### src/rtl/i2c_reloc_pkg.sv
package i2c_reloc_pkg;

    localparam logic [7:0]  REG_UNLOCK   = 8'hF8;
    localparam logic [7:0]  REG_NEWADDR  = 8'hF9;
    localparam logic [31:0] UNLOCK_KEY   = 32'hF9A5A5A5;
    localparam logic [6:0]  DEF_ADDR_LO  = 7'h1A;
    localparam logic [6:0]  DEF_ADDR_HI  = 7'h1B;

    typedef enum logic [3:0] {
        ST_IDLE,
        ST_ADDR,
        ST_ADDR_ACK,
        ST_SUB,
        ST_SUB_ACK,
        ST_WR,
        ST_WR_ACK,
        ST_RD,
        ST_RD_ACK,
        ST_IGNORE
    } bus_state_t;

    typedef enum logic {
        G_LOCKED,
        G_ARMED
    } guard_state_t;

endpackage

### src/rtl/i2c_line_sync.sv
module i2c_line_sync #(
    parameter int STAGES = 2
) (
    input  logic clk,
    input  logic rst_n,
    input  logic scl_i,
    input  logic sda_i,
    output logic scl_s,
    output logic sda_s,
    output logic scl_rise,
    output logic scl_fall,
    output logic start_det,
    output logic stop_det
);
    logic [STAGES-1:0] scl_pipe;
    logic [STAGES-1:0] sda_pipe;
    logic              scl_d;
    logic              sda_d;

    generate
        if (STAGES > 1) begin : g_multi
            always_ff @(posedge clk or negedge rst_n) begin
                if (!rst_n) begin
                    scl_pipe <= '1;
                    sda_pipe <= '1;
                end else begin
                    scl_pipe <= {scl_pipe[STAGES-2:0], scl_i};
                    sda_pipe <= {sda_pipe[STAGES-2:0], sda_i};
                end
            end
        end else begin : g_single
            always_ff @(posedge clk or negedge rst_n) begin
                if (!rst_n) begin
                    scl_pipe <= '1;
                    sda_pipe <= '1;
                end else begin
                    scl_pipe <= scl_i;
                    sda_pipe <= sda_i;
                end
            end
        end
    endgenerate

    always_ff @(posedge clk or negedge rst_n) begin
        if (!rst_n) begin
            scl_d <= 1'b1;
            sda_d <= 1'b1;
        end else begin
            scl_d <= scl_pipe[STAGES-1];
            sda_d <= sda_pipe[STAGES-1];
        end
    end

    assign scl_s     = scl_pipe[STAGES-1];
    assign sda_s     = sda_pipe[STAGES-1];
    assign scl_rise  = scl_s & ~scl_d;
    assign scl_fall  = ~scl_s & scl_d;
    assign start_det = scl_s & scl_d & sda_d & ~sda_s;
    assign stop_det  = scl_s & scl_d & ~sda_d & sda_s;

endmodule

### src/rtl/i2c_addr_guard.sv
module i2c_addr_guard
    import i2c_reloc_pkg::*;
#(
    parameter int AW = 7,
    parameter int SW = 8,
    parameter int DW = 32
) (
    input  logic          clk,
    input  logic          rst_n,
    input  logic          strap,
    input  logic          commit,
    input  logic [SW-1:0] commit_sub,
    input  logic [DW-1:0] commit_data,
    output logic [AW-1:0] dev_addr
);
    localparam logic [SW-1:0] SUB_UNLOCK = SW'(REG_UNLOCK);
    localparam logic [SW-1:0] SUB_TARGET = SW'(REG_NEWADDR);
    localparam logic [DW-1:0] KEY        = DW'(UNLOCK_KEY);

    guard_state_t  gst;
    logic          moved;
    logic [AW-1:0] new_addr;
    logic          value_ok;

    assign value_ok = (commit_data[DW-1:AW+1] == '0) && !commit_data[0];

    always_ff @(posedge clk or negedge rst_n) begin
        if (!rst_n) begin
            gst <= G_LOCKED;
        end else if (commit) begin
            unique case (gst)
                G_LOCKED: gst <= (commit_sub == SUB_UNLOCK && commit_data == KEY) ? G_ARMED : G_LOCKED;
                G_ARMED:  gst <= (commit_sub == SUB_UNLOCK && commit_data == KEY) ? G_ARMED : G_LOCKED;
                default:  gst <= G_LOCKED;
            endcase
        end
    end

    always_ff @(posedge clk or negedge rst_n) begin
        if (!rst_n) begin
            moved    <= 1'b0;
            new_addr <= '0;
        end else if (commit && commit_sub == SUB_TARGET && gst == G_ARMED && value_ok) begin
            moved    <= 1'b1;
            new_addr <= commit_data[AW:1];
        end
    end

    assign dev_addr = moved ? new_addr : (strap ? AW'(DEF_ADDR_HI) : AW'(DEF_ADDR_LO));


    new_addr_src_chk: assert property (@(posedge clk) disable iff (!rst_n)
        !$stable(new_addr) |-> $past(commit && commit_sub == SUB_TARGET && gst == G_ARMED));


    arm_src_chk: assert property (@(posedge clk) disable iff (!rst_n)
        (gst == G_ARMED && $past(gst) != G_ARMED) |-> $past(commit && commit_sub == SUB_UNLOCK && commit_data == KEY));


    moved_needs_arm_chk: assert property (@(posedge clk) disable iff (!rst_n)
        $rose(moved) |-> $past(gst == G_ARMED));

endmodule

### src/rtl/i2c_reloc_target.sv
module i2c_reloc_target
    import i2c_reloc_pkg::*;
#(
    parameter int NBYTES      = 4,
    parameter int SUB_W       = 8,
    parameter int SYNC_STAGES = 2
) (
    input  logic                clk,
    input  logic                rst_n,
    input  logic                scl_i,
    input  logic                sda_i,
    output logic                sda_o,
    output logic                sda_oe,
    input  logic                addr_strap,
    output logic                reg_wr_en,
    output logic [SUB_W-1:0]    reg_wr_addr,
    output logic [8*NBYTES-1:0] reg_wr_data,
    output logic                reg_rd_en,
    output logic [SUB_W-1:0]    reg_rd_addr,
    input  logic [8*NBYTES-1:0] reg_rd_data
);
    localparam int DW = 8 * NBYTES;
    localparam int BW = (NBYTES > 1) ? $clog2(NBYTES) : 1;
    localparam logic [BW-1:0] LAST_BYTE = BW'(NBYTES - 1);
    localparam logic [SUB_W-1:0] SUB_UNLOCK = SUB_W'(REG_UNLOCK);
    localparam logic [SUB_W-1:0] SUB_TARGET = SUB_W'(REG_NEWADDR);

    logic scl_s, sda_s, scl_rise, scl_fall, start_det, stop_det;

    bus_state_t       state, nxt;
    logic [3:0]       cnt;
    logic [7:0]       sh;
    logic             rw;
    logic             mack;
    logic [SUB_W-1:0] sub;
    logic [BW-1:0]    bidx;
    logic [DW-9:0]    wbuf;
    logic [DW-1:0]    txbuf;
    logic [6:0]       dev_addr;

    logic             byte_done;
    logic             commit;
    logic [DW-1:0]    commit_data;
    logic             oe_c;
    logic             rd_c;
    logic [SUB_W-1:0] rd_addr_c;

    i2c_line_sync #(.STAGES(SYNC_STAGES)) u_sync (
        .clk       (clk),
        .rst_n     (rst_n),
        .scl_i     (scl_i),
        .sda_i     (sda_i),
        .scl_s     (scl_s),
        .sda_s     (sda_s),
        .scl_rise  (scl_rise),
        .scl_fall  (scl_fall),
        .start_det (start_det),
        .stop_det  (stop_det)
    );

    i2c_addr_guard #(.AW(7), .SW(SUB_W), .DW(DW)) u_guard (
        .clk         (clk),
        .rst_n       (rst_n),
        .strap       (addr_strap),
        .commit      (commit),
        .commit_sub  (sub),
        .commit_data (commit_data),
        .dev_addr    (dev_addr)
    );

    assign byte_done   = scl_fall && (cnt == 4'd8);
    assign commit_data = {wbuf, sh};

    // next state
    always_comb begin
        nxt = state;
        if (stop_det) begin
            nxt = ST_IDLE;
        end else if (start_det) begin
            nxt = ST_ADDR;
        end else begin
            unique case (state)
                ST_IDLE:     nxt = ST_IDLE;
                ST_ADDR:     if (byte_done) nxt = (sh[7:1] == dev_addr) ? ST_ADDR_ACK : ST_IGNORE;
                ST_ADDR_ACK: if (scl_fall) nxt = rw ? ST_RD : ST_SUB;
                ST_SUB:      if (byte_done) nxt = ST_SUB_ACK;
                ST_SUB_ACK:  if (scl_fall) nxt = ST_WR;
                ST_WR:       if (byte_done) nxt = ST_WR_ACK;
                ST_WR_ACK:   if (scl_fall) nxt = ST_WR;
                ST_RD:       if (scl_fall && cnt == 4'd7) nxt = ST_RD_ACK;
                ST_RD_ACK:   if (scl_fall) nxt = mack ? ST_RD : ST_IGNORE;
                ST_IGNORE:   nxt = ST_IGNORE;
                default:     nxt = ST_IDLE;
            endcase
        end
    end

    // state register
    always_ff @(posedge clk or negedge rst_n) begin
        if (!rst_n) state <= ST_IDLE;
        else        state <= nxt;
    end

    // datapath registers
    always_ff @(posedge clk or negedge rst_n) begin
        if (!rst_n) begin
            cnt   <= '0;
            sh    <= '0;
            rw    <= 1'b0;
            mack  <= 1'b0;
            sub   <= '0;
            bidx  <= '0;
            wbuf  <= '0;
            txbuf <= '0;
        end else if (start_det) begin
            cnt <= '0;
        end else begin
            unique case (state)
                ST_ADDR, ST_SUB, ST_WR: begin
                    if (scl_rise && cnt < 4'd8) begin
                        sh  <= {sh[6:0], sda_s};
                        cnt <= cnt + 4'd1;
                    end
                    if (byte_done) begin
                        cnt <= '0;
                        if (state == ST_ADDR) rw <= sh[0];
                        if (state == ST_SUB) begin
                            sub  <= sh;
                            bidx <= '0;
                        end
                        if (state == ST_WR) begin
                            wbuf <= (DW-8)'({wbuf, sh});
                            bidx <= bidx + 1'b1;
                            if (bidx == LAST_BYTE) begin
                                sub  <= sub + 1'b1;
                                bidx <= '0;
                            end
                        end
                    end
                end
                ST_ADDR_ACK: begin
                    if (scl_fall) begin
                        cnt <= '0;
                        if (rw) begin
                            txbuf <= reg_rd_data;
                            bidx  <= '0;
                        end
                    end
                end
                ST_SUB_ACK, ST_WR_ACK: begin
                    if (scl_fall) cnt <= '0;
                end
                ST_RD: begin
                    if (scl_fall) begin
                        txbuf <= {txbuf[DW-2:0], 1'b0};
                        cnt   <= cnt + 4'd1;
                    end
                end
                ST_RD_ACK: begin
                    if (scl_rise) mack <= ~sda_s;
                    if (scl_fall) begin
                        cnt <= '0;
                        if (mack) begin
                            bidx <= bidx + 1'b1;
                            if (bidx == LAST_BYTE) begin
                                bidx  <= '0;
                                sub   <= sub + 1'b1;
                                txbuf <= reg_rd_data;
                            end
                        end
                    end
                end
                default: ;
            endcase
        end
    end

    // outputs
    always_comb begin
        oe_c      = 1'b0;
        rd_c      = 1'b0;
        rd_addr_c = sub;
        commit    = 1'b0;
        unique case (state)
            ST_ADDR_ACK: begin
                oe_c = 1'b1;
                rd_c = scl_fall && rw;
            end
            ST_SUB_ACK, ST_WR_ACK: oe_c = 1'b1;
            ST_WR: commit = byte_done && (bidx == LAST_BYTE);
            ST_RD: oe_c = ~txbuf[DW-1];
            ST_RD_ACK: begin
                rd_c      = scl_fall && mack && (bidx == LAST_BYTE);
                rd_addr_c = sub + 1'b1;
            end
            default: ;
        endcase
    end

    assign sda_o       = 1'b0;
    assign sda_oe      = oe_c;
    assign reg_rd_en   = rd_c;
    assign reg_rd_addr = rd_addr_c;
    assign reg_wr_en   = commit && (sub != SUB_UNLOCK) && (sub != SUB_TARGET);
    assign reg_wr_addr = sub;
    assign reg_wr_data = commit_data;


    start_to_addr_chk: assert property (@(posedge clk) disable iff (!rst_n)
        start_det |=> (state == ST_ADDR));


    ignore_quiet_chk: assert property (@(posedge clk) disable iff (!rst_n)
        (state == ST_IGNORE) |-> !sda_oe);


    wr_pulse_chk: assert property (@(posedge clk) disable iff (!rst_n)
        reg_wr_en |=> !reg_wr_en);


    sda_take_chk: assert property (@(posedge clk) disable iff (!rst_n)
        $rose(sda_oe) |-> $past(scl_fall));


    sda_release_chk: assert property (@(posedge clk) disable iff (!rst_n)
        $fell(sda_oe) |-> $past(scl_fall || start_det || stop_det));


    reloc_hidden_chk: assert property (@(posedge clk) disable iff (!rst_n)
        reg_wr_en |-> (reg_wr_addr != SUB_UNLOCK && reg_wr_addr != SUB_TARGET));

endmodule

### config.mk
export PLATFORM = sky130hd
export DESIGN_NAME = i2c_reloc_target
export DESIGN_NICKNAME = d
export VERILOG_FILES = /design/src/rtl/i2c_reloc_pkg.sv /design/src/rtl/i2c_line_sync.sv /design/src/rtl/i2c_addr_guard.sv /design/src/rtl/i2c_reloc_target.sv
export SDC_FILE = /design/constraint.sdc
export NUM_CORES = 1
export LEC_CHECK = 0
export ABC_AREA = 1
export BUFFER_PORTS_ARGS = -buffer_cell sky130_fd_sc_hd__buf_2
export CAP_MARGIN = 10
export CORE_MARGIN = 2
export CORE_UTILIZATION = 46
export CTS_BUF_LIST = sky130_fd_sc_hd__clkbuf_4
export DETAILED_ROUTE_END_ITERATION = 10
export GPL_ROUTABILITY_DRIVEN = 0
export PLACE_DENSITY_LB_ADDON = 0.25
export RECOVER_POWER = 100
export SYNTH_ARGS = -nofsm -noshare
export SYNTH_HDL_FRONTEND = slang
export SYNTH_HIERARCHICAL = 1
export SYNTH_SLANG_ARGS = --single-unit
### constraint.sdc
create_clock -name clk -period 2.6 [get_ports clk]
set_clock_uncertainty 0.05 [all_clocks]
set_input_delay 0.52 -clock clk [delete_from_list [all_inputs] [get_ports clk]]
set_output_delay 0.52 -clock clk [all_outputs]
set_load 0.01 [all_outputs]
==> flow_summary.yaml, run 1 <==
detailed_routing:
  wl_per_cell_um: 13.62
  viasPerCell: 5.067
  routed_wirelength_mm: 13.82
  num_vias: 5143
  dr.pass1.iters: 5
  drc: 0
  drtIter0Drc: 353
  ant_nets: 0
placed_design:
  placed_area_sq_um: 6261
  dp_hpwl_mm: 9.936
  port_buffers: 87
floorplan:
  core-area_sq_um: 11960
  dieWidth_um: 114.5
  rows: 40
  dieArea_sq_um: 13110
  initial_utilization_pct: 46.95
  ioPinCount: 89
  die_h_um: 114.5
worst_setup_path:
  cp_cell_sequence: "ha_1 > nand3_1 > nor2_1 > xor2_1 > nand2_1 > nand2_1 > buf_2"
  worst_setup_path_end_kind: "primary output"
  worstPathRequired_ns: 2.03
  worst_path_largest_cell_delay_ns: 0.45
  crit_top_cell: "nand2_1"
  cpMaxStageDelayCell: "dfrtp_2"
  critical_path_class: "flop to primary output"
  worstSetupStartpointType: "flop"
  reg2reg_from: "u_sync/scl_d"
  startpoint: "reg_wr_addr[0]"
  path_max_fanout: 6
  r2r_cells: 13
  arrival_ns: 1.86
min_path:
  whs_path_depth: 1
  hold_path.class: "input pin to flop"
  hp-start: "scl_i"
synth:
  synthCells: 769
  ys_warn_count: 6
  post_synth_num_cell_types: 36
  syn_nets: 812
  avgSynthCellArea_sq_um: 7.302
  yosysSeqAreaShare_pct: 44.25
  synth_seq_cells: 99
  syn-cell-area_sq_um: 5615
power_and_ir_drop:
  powerDensity_nw_per_um2: 785.9
  leakage_nw: 3.457
  vdd_drop_max_uv: 490.9
cts:
  clock_sinks: 99
  path_clk_slew_ns: 0.14
  cts-buffers-inserted: 9
  root_buffer: "clkbuf_4"
  cts.htree.levels: 3
  clock_latency_ns: 0.47
  clockBufferDepth: 2
  cts_tree: "yes"
global_routing:
  grt_pass1_vias: 4658
  grt_remaining_overflow: 0
  grt_pass1_wl_mm: 23.11
  grt_max_degree: 35
  grt_use_total_pct: 22.25
  antenna_found_initial: 0
finish:
  syn_to_final_growth_pct: 14.51
  multi_input_area_sq_um: 2769
  antenna_cells: 0
  fillers: 1222
  fin_nets: 906
  final-seq-area_sq_um: 2492
  drive_gt1_share_pct: 18.55
  design_area_sq_um: 6430
run_status:
  failed_checks: "capacitance limit, slew limit"
  status: "complete, but fails checks"
sta:
  max_freq_ghz: 0.4115
  drv_slew: 32
  layout_min_cycle_time_ns: 2.430
  setup_tns_ns: 0
  hold_violations: 0
  tightest_slew_ns: 1.894
  post-route-period-util_pct: 93.46
  rsz0062_at_grt: "true"
  timing.slew.headroom_pct: -26.30
  fin_hold_ws_ns: 0.08148
  finalSetupViolCount: 0
job:
  cap_violations: 1
## cell families (layout without fill, tap and decap cells)
kind of cell    count (synthesis)  count (layout)  share of synthesized area (%)
fa+ha+maj                       6               6                          1.337
mux                            14              14                          2.807
other cells                     1               1                        0.06678
buf+inv                        93             192                          6.774
compound gates                 73              73                          7.019
flops                          99              99                          44.25
xor+xnor                       12              12                          1.872
simple gates                  471             471                          35.87
## cell type report
class / instances / share of cell area, %
clock buffers: 12 / 1.401
clock inverters: 4 / 0.7784
inverters: 69 / 4.067
multi-input cells: 577 / 43.06
flip-flops and latches: 99 / 38.76
well taps: 147 / 2.860
repair buffers: 107 / 9.068
## repair_timing
item                                   CTS  global route
buffers inserted                         0             4
resized for setup                        5             8
hold buffers                             1             0
endpoints found under the hold margin   29             0
setup endpoints to repair                4             6
## cell usage in the layout (no fill, tap or decap), types with 2 or more instances in the layout
| cell type | count |
|---|---|
| nor2_1 | 52 |
| inv_2 | 6 |
| dfrtp_1 | 87 |
| o21bai_1 | 8 |
| nor2_4 | 2 |
| inv_1 | 60 |
| buf_12 | 2 |
| nand4_2 | 2 |
| xnor2_1 | 4 |
| o21ai_0 | 40 |
| clkinv_1 | 2 |
| nand2_2 | 10 |
| buf_2 | 63 |
| xor2_1 | 8 |
| dfstp_1 | 2 |
| nand3_2 | 4 |
| dfstp_2 | 4 |
| nand4_1 | 5 |
| nor2_2 | 10 |
| ha_1 | 6 |
| o21ai_1 | 14 |
| mux2_2 | 14 |
| nand3_1 | 71 |
| buf_4 | 15 |
| clkbuf_4 | 12 |
| a21oi_1 | 7 |
| dfrtp_2 | 6 |
| clkbuf_1 | 25 |
| nor3_1 | 12 |
| nand2_1 | 298 |
| clkinv_2 | 2 |
## state kept, by name, summed over array words and instances, names as in the netlist, 2 cells and up
signal            count
sh                    8
txbuf                32
bidx                  2
reg_wr_addr           8
u_guard/new_addr      7
wbuf                 24
cnt                   4
u_sync/scl_pipe       2
u_sync/sda_pipe       2
state                 4
## worst paths after layout
check / slack (ns) / end
min in group asynchronous: 1.03 / u_guard/moved
worst min-delay path: 0.08 / u_sync/scl_pipe[0]
max in group asynchronous: 0.25 / reg_wr_addr[0]
worst max-delay path: 0.17 / reg_rd_addr[6]
worst min register to register: 0.32 / u_sync/sda_pipe[1]
worst max register to register: 0.51 / u_guard/new_addr[3]
## power breakdown
part	switching (mW)	internal (mW)	total (mW)
Clock	0.508	0.327	0.834
Sequential	0.353	1.93	2.29
Combinational	1.25	0.682	1.93
Total	2.11	2.94	5.05
## layer usage
metal  up-vias  routed length (um)  global-route usage, %
li1       2629                   -                      -
met1      2382                6314                  29.77
met3        10                 749                  5.982
met4         0                 160                  5.528
met5         -                   0                      0
met2       122                6596                  35.98
## per-stage QoR
stage / util (%) / power, mW / cells / worst slack (ns)
after floorplan: - / 3.618 / 769 / 0.6349
after global placement: 52.34 / 4.185 / 994 / 0.5128
after detailed placement: 52.34 / 4.225 / 994 / 0.4430
after CTS: 53.70 / 5.075 / 1011 / 0.02738
after global routing: 53.76 / 5.522 / 1015 / -0.01636
final: 53.76 / 5.054 / 1015 / 0.1700
## cell usage after synthesis, drive strengths merged
| library cell | count | share of area [%] |
|---|---|---|
| conb | 1 | 0.067 |
| clkbuf | 10 | 0.67 |
| or2 | 1 | 0.11 |
| dfrtp | 93 | 41 |
| xor2 | 8 | 1.2 |
| o21bai | 8 | 1.1 |
| nand4 | 7 | 1.0 |
| nand3 | 75 | 7.0 |
| nand3b | 1 | 0.13 |
| mux2 | 14 | 2.8 |
| xnor2 | 4 | 0.62 |
| nand2 | 308 | 21 |
| dfstp | 6 | 2.8 |
| nor3 | 14 | 1.3 |
| o21ai | 54 | 4.8 |
| o211ai | 1 | 0.13 |
| o22ai | 1 | 0.11 |
| clkinv | 2 | 0.16 |
| inv | 67 | 4.5 |
| ha | 6 | 1.3 |
| a21oi | 8 | 0.78 |
| a31oi | 1 | 0.11 |
| buf | 14 | 1.5 |
| nor2 | 65 | 5.3 |
## critical path, delay by kind of cell (launching register included)
| kind | cells | cell delay [ns] |
|---|---|---|
| simple gates | 4 | 0.41 |
| fa+ha+maj | 1 | 0.19 |
| buf+inv | 1 | 0.14 |
| flops | 1 | 0.45 |
| xor+xnor | 1 | 0.19 |
No activity file was read; power rests on OpenSTA's default activity.
==> inputs of run 2 (changes only) <==
BUFFER_PORTS_ARGS = default   (was -buffer_cell sky130_fd_sc_hd__buf_2)
DONT_BUFFER_PORTS = 1   (was default)
==> run 2 against run 1 <==
Net effect: the run ends with hold timing left; register-to-register slack worse by 0.30 ns; clock power fell by 3.5%; power decreased by 4.8%; maximum frequency fell by 0.91%; cell area fell by 7.7%; first-iteration DRC count rose by 8.8%; setup slack got worse by 0.022 ns; global-route usage down 0.34 points; die area did not move; critical endpoint is now reg_wr_en.
==> flow_summary.yaml, run 2 (synthesized netlist as in run 1, its figures left out) <==
run_status:
  status: "complete, but fails checks"
  failed_checks: "hold timing"
sta:
  tightest_slew_ns: 0.6627
  finalSetupViolCount: 0
  setup_tns_ns: 0
  hold_violations: 99
  drv_slew: 0
  fin_hold_ws_ns: -0.3374
  layout_min_cycle_time_ns: 2.452
  setup_ws_ns: 0.1477
  max_freq_ghz: 0.4078
  rsz0062_at_grt: "false"
  post-route-period-util_pct: 94.32
  timing.slew.headroom_pct: 55.82
detailed_routing:
  drtIter0Drc: 384
  wl_per_cell_um: 14.89
  ant_nets: 0
  drc: 0
  routed_wirelength_mm: 13.72
  num_vias: 4916
  dr.pass1.iters: 7
  viasPerCell: 5.338
power_and_ir_drop:
  power.total_mw: 4.812
  powerDensity_nw_per_um2: 810.5
  vdd_drop_max_uv: 452.0
  leakage_nw: 3.075
cts:
  path_clk_slew_ns: 0.15
  cts.htree.levels: 3
  clockBufferDepth: 2
  cts_tree: "yes"
  root_buffer: "clkbuf_4"
  clock_sinks: 99
  cts_hold_buf: 2
  cts-buffers-inserted: 9
  clock_latency_ns: 0.47
finish:
  final_common_cell: "nand2_1"
  layoutNonFillerInstCount: 921
  syn_to_final_growth_pct: 5.726
  final-seq-area_sq_um: 2492
  regMostFlops: "txbuf"
  fin_nets: 813
  fin_util_pct: 49.63
  top_regs: "txbuf (32), wbuf (24)"
  drive_gt1_share_pct: 11.24
  antenna_cells: 0
  largest_reg_flops: 32
  design_area_sq_um: 5937
  layout_common_cells: "nand2_1 (301), dfrtp_1 (87), nand3_1 (73)"
  fillers: 1209
  multi_input_area_sq_um: 2766
floorplan:
  dieWidth_um: 114.5
  rows: 40
  ioPinCount: 89
  dieArea_sq_um: 13110
  die_h_um: 114.5
  core-area_sq_um: 11960
  initial_utilization_pct: 46.95
worst_setup_path:
  path_max_fanout: 7
  critical_path_class: "flop to primary output"
  worstSetupStartpointType: "flop"
  worst_setup_path_end_kind: "primary output"
  cp_cell_sequence: "inv_1 > ha_1 > nor2_1 > nor3_1 > nor3_4 > clkbuf_4"
  critical-path-top-delay-family: "flip-flops"
  critPathBufInv: 2
  worstPathRequired_ns: 2.03
  worst_path_largest_cell_delay_ns: 0.51
  r2r_cells: 7
  arrival_ns: 1.88
  cpMaxStageDelayCell: "dfrtp_2"
  crit_cells: 6
placed_design:
  dp_hpwl_mm: 9.766
  place_inst: 903
  placed_area_sq_um: 5774
  port_buffers: 0
  pre_cts_slack_ns: 0.4244
job:
  cap_violations: 0
global_routing:
  grt_max_degree: 100
  grt_remaining_overflow: 0
  grt_use_total_pct: 21.91
  grt_pass1_wl_mm: 22.71
  grt_pass1_vias: 4676
  antenna_found_initial: 0
min_path:
  hold_path.class: "input pin to asynchronous set/reset pin"
-- run 2: timing repair --
item                                   4_1_cts  5_1_grt
endpoints found under the hold margin      101       99
buffers inserted                             0        1
gates resized for setup                      8       14
setup endpoints to repair                    5        6
pin swaps                                    0        0
cloned                                       0        0
-- run 2: layout make-up --
class | instances | area share (%)
Clock buffer | 10 | 1.264
Clock inverter | 5 | 0.9273
Inverter | 69 | 4.426
Multi-Input combinational cell | 577 | 46.60
Sequential cell | 99 | 41.98
Tap cell | 147 | 3.098
Timing Repair Buffer | 14 | 1.707
-- run 2: power breakdown --
part | internal [mW] | switching [mW]
Clock | 0.296 | 0.509
Combinational | 0.545 | 1.13
Sequential | 1.93 | 0.401
-- run 2: final timing paths --
kind,from,endpoint,slack (ns)
min in group clk,reg_rd_data[0],txbuf[0],0.17
setup reg to reg,u_sync/scl_pipe[1],wbuf[16],0.21
hold reg to reg,u_sync/scl_pipe[0],u_sync/scl_pipe[1],0.32
hold / removal,rst_n,sh[4],-0.34
max in group asynchronous,rst_n,u_sync/scl_pipe[0],2.61
setup / recovery,reg_wr_addr[1],reg_wr_en,0.15
-- run 2: layer usage --
metal	vias up	routed length, um	GRT usage (%)
met3	22	1009	7.147
met1	2293	5719	26.45
met2	167	6768	37.63
li1	2434	-	-
met5	-	0	0
met4	0	220	5.854
==> inputs of run 3 (changes only) <==
ABC_AREA = default   (was 1)
==> run 3 against run 2 <==
Net effect: the flow finishes with violations (hold timing, setup timing); cell area rose by 0.34%; sequential power fell by 7%; flip-flop and latch count did not move; worst hold slack improved by 0.019 ns; routed wire length fell by 12%; via count fell by 20%; maximum frequency fell by 9.8%; die area fell by 3.6%; core utilization rose by 2.3 points; critical path type unchanged; synthesized cell count fell by 35%; largest power group unchanged; first-iteration DRC count fell by 20%; final cell count fell by 27%.
==> flow_summary.yaml, run 3 <==
run_status:
  status: "complete, but fails checks"
  failed_checks: "hold timing, setup timing"
floorplan:
  initial_utilization_pct: 47.14
  ioPinCount: 89
  dieWidth_um: 112.4
  die_h_um: 112.4
  core-area_sq_um: 11470
  rows: 39
  dieArea_sq_um: 12630
detailed_routing:
  ant_nets: 0
  drc: 0
  wl_per_cell_um: 18.07
  drtIter0Drc: 309
  routed_wirelength_mm: 12.12
  num_vias: 3916
  dr.pass1.iters: 4
  viasPerCell: 5.836
finish:
  regMostFlops: "txbuf"
  fin_nets: 565
  syn_to_final_growth_pct: 10.21
  largest_reg_flops: 32
  top_regs: "txbuf (32), wbuf (24)"
  drive_gt1_share_pct: 23.15
  fin_util_pct: 51.95
  layout_common_cells: "dfrtp_1 (92), nand2_1 (54), o21ai_0 (40)"
  final_common_cell: "dfrtp_1"
power_and_ir_drop:
  p_sw_mw: 1.874
  vdd_drop_max_uv: 483.5
  pwr-share-seq_pct: 45.3
  intPower_mw: 2.915
  clkPwrFrac_pct: 14.6
  powerDensity_nw_per_um2: 803.9
  leakage_nw: 2.841
  power.share.switching_pct: 39.12
  combPwrFrac_pct: 40.1
worst_setup_path:
  arrival_ns: 2.15
  critical_path_class: "flop to primary output"
  path_max_fanout: 3
  worstSetupStartpointType: "flop"
  worstPathRequired_ns: 2.03
  worst_setup_path_end_kind: "primary output"
job:
  cap_violations: 0
synth:
  synth_common_cells: "dfrtp_1 (93), nand2_1 (55), o21ai_0 (41), mux2i_1 (33), nor2_1 (27)"
  synthMostInstantiatedCell: "dfrtp_1"
  synth_area_leaders: "dfrtp_1 (43%), mux2i_1 (6.1%), mux2_4 (5.6%), mux2_2 (4.6%), nand2_1 (3.8%)"
  avgSynthCellArea_sq_um: 10.85
  syn-cell-area_sq_um: 5405
  syn_nets: 541
  async_flop_share_pct: 100.0
  synth_seq_cells: 99
  synthCells: 498
  yosysSeqAreaShare_pct: 45.97
  yosys.area.top_type_share_pct: 43.06
  synth_edf_count: 0
  post_synth_num_cell_types: 74
  yosysTopAreaCell: "dfrtp_1"
  ys_warn_count: 6
  ys.flop_type: "dfrtp_1"
sta:
  timing.slew.headroom_pct: 61.54
  setup_ws_ns: -0.1176
  rsz0062_at_grt: "true"
  fin_hold_ws_ns: -0.3188
  max_freq_ghz: 0.3680
  hold_violations: 99
  layout_min_cycle_time_ns: 2.718
  post-route-period-util_pct: 104.5
  finalSetupViolCount: 12
  tightest_slew_ns: 0.5769
  drv_slew: 0
cts:
  clockBufferDepth: 2
  cts_hold_buf: 2
  cts-buffers-inserted: 9
  clock_latency_ns: 0.45
  path_clk_slew_ns: 0.16
  root_buffer: "clkbuf_4"
  clock_sinks: 99
  cts.htree.levels: 3
  cts_tree: "yes"
placed_design:
  port_buffers: 0
  dp_hpwl_mm: 8.079
global_routing:
  grt_pass1_wl_mm: 20.03
  grt_remaining_overflow: 0
  grt_use_total_pct: 19.67
  antenna_found_initial: 1
  grt_max_degree: 100
  grt_pass1_vias: 3945
min_path:
  hold_path.class: "input pin to asynchronous set/reset pin"
## run 3: cell count changes after synthesis, moves of 8 or more
| cell | delta |
|---|---|
| inv_1 | -47 |
| mux2_2 | +8 |
| mux2_4 | +20 |
| mux2i_1 | +33 |
| nand2_1 | -244 |
| nand2_2 | -9 |
| nand3_1 | -55 |
| nor2_1 | -27 |
| nor2_2 | -8 |
| nor3_1 | -9 |
| o21ai_1 | -14 |
| xnor2_1 | +10 |
## run 3: timing repair
action / 4_1_cts / 5_1_grt
cloned: 0 / 1
setup buffers: 6 / 8
gates resized for setup: 17 / 21
endpoints found under the hold margin: 101 / 99
pin swaps: 6 / 13
setup endpoints to repair: 5 / 15
## run 3: power by group through the flow
| stage | Clock (mW) | Combinational, mW | Sequential, mW |
|---|---|---|---|
| after detailed placement | 0 | 1.79 | 2.18 |
| final | 0.701 | 1.92 | 2.17 |
| after global routing | 0.810 | 2.15 | 2.21 |
| after floorplan | 0 | 1.40 | 2.15 |
| after CTS | 0.739 | 1.86 | 2.16 |
| after global placement | 0 | 1.75 | 2.17 |
## run 3: critical path: stages (launching register included)
cell	delay [ns]
dfrtp_2	0.46
buf_12	0.13
or4b_4	0.55
or2_4	0.32
nor2_4	0.12
xnor2_2	0.15
## run 3: cells by family after synthesis
family                   share of synthesized area, %
multiplexers                                    16.25
flip-flops                                      45.97
buffers and inverters                           4.097
AO/OA/AOI/OAI                                   11.81
XOR/XNOR                                        3.079
other                                         0.06938
adder cells (fa/ha/maj)                         1.389
AND/OR/NAND/NOR                                 17.34
## run 3: worst paths after layout
kind / start / slack, ns / depth (start not counted) / to
worst max-delay path: state[1] / -0.12 / 5 / reg_rd_addr[7]
worst min-delay path: rst_n / -0.32 / 0 / reg_wr_addr[4]
worst max register to register: state[1] / -0.11 / 9 / u_guard/new_addr[0]
worst min register to register: u_sync/sda_pipe[0] / 0.32 / 0 / u_sync/sda_pipe[1]
max in group asynchronous: rst_n / 2.57 / 0 / u_sync/scl_pipe[0]
min in group clk: reg_rd_data[0] / 0.14 / 2 / txbuf[0]
## run 3: through the flow
step / area, sq um / power, mW / instances / TNS, ns / setup slack [ns]
2_1_floorplan: 5418 / 3.555 / 498 / 0 / 0.01255
3_3_place_gp: 5625 / 3.914 / 637 / 0 / 0.1334
3_5_place_dp: 5625 / 3.970 / 637 / 0 / 0.06294
4_1_cts: 5879 / 4.763 / 661 / -0.3946 / -0.09913
5_1_grt: 5957 / 5.168 / 671 / -7.483 / -0.2134
6_report: 5957 / 4.789 / 671 / -1.170 / -0.1176
## run 3: final cells by class
type / instances / area (sq um)
fill: 1045 / 5510
tap: 143 / 178.9
timing repair buffer: 39 / 317.8
clock inverter: 7 / 43.79
sequential: 99 / 2486
multi-input combinational: 360 / 2811
antenna: 1 / 2.502
inverter: 13 / 48.80
clock buffer: 9 / 67.56
## run 3: layer usage
layer	share of wire (%)	track usage, %
met5	0	0
met4	1.7	7.236
met3	6.9	6.911
met2	47	30.48
met1	45	25.63
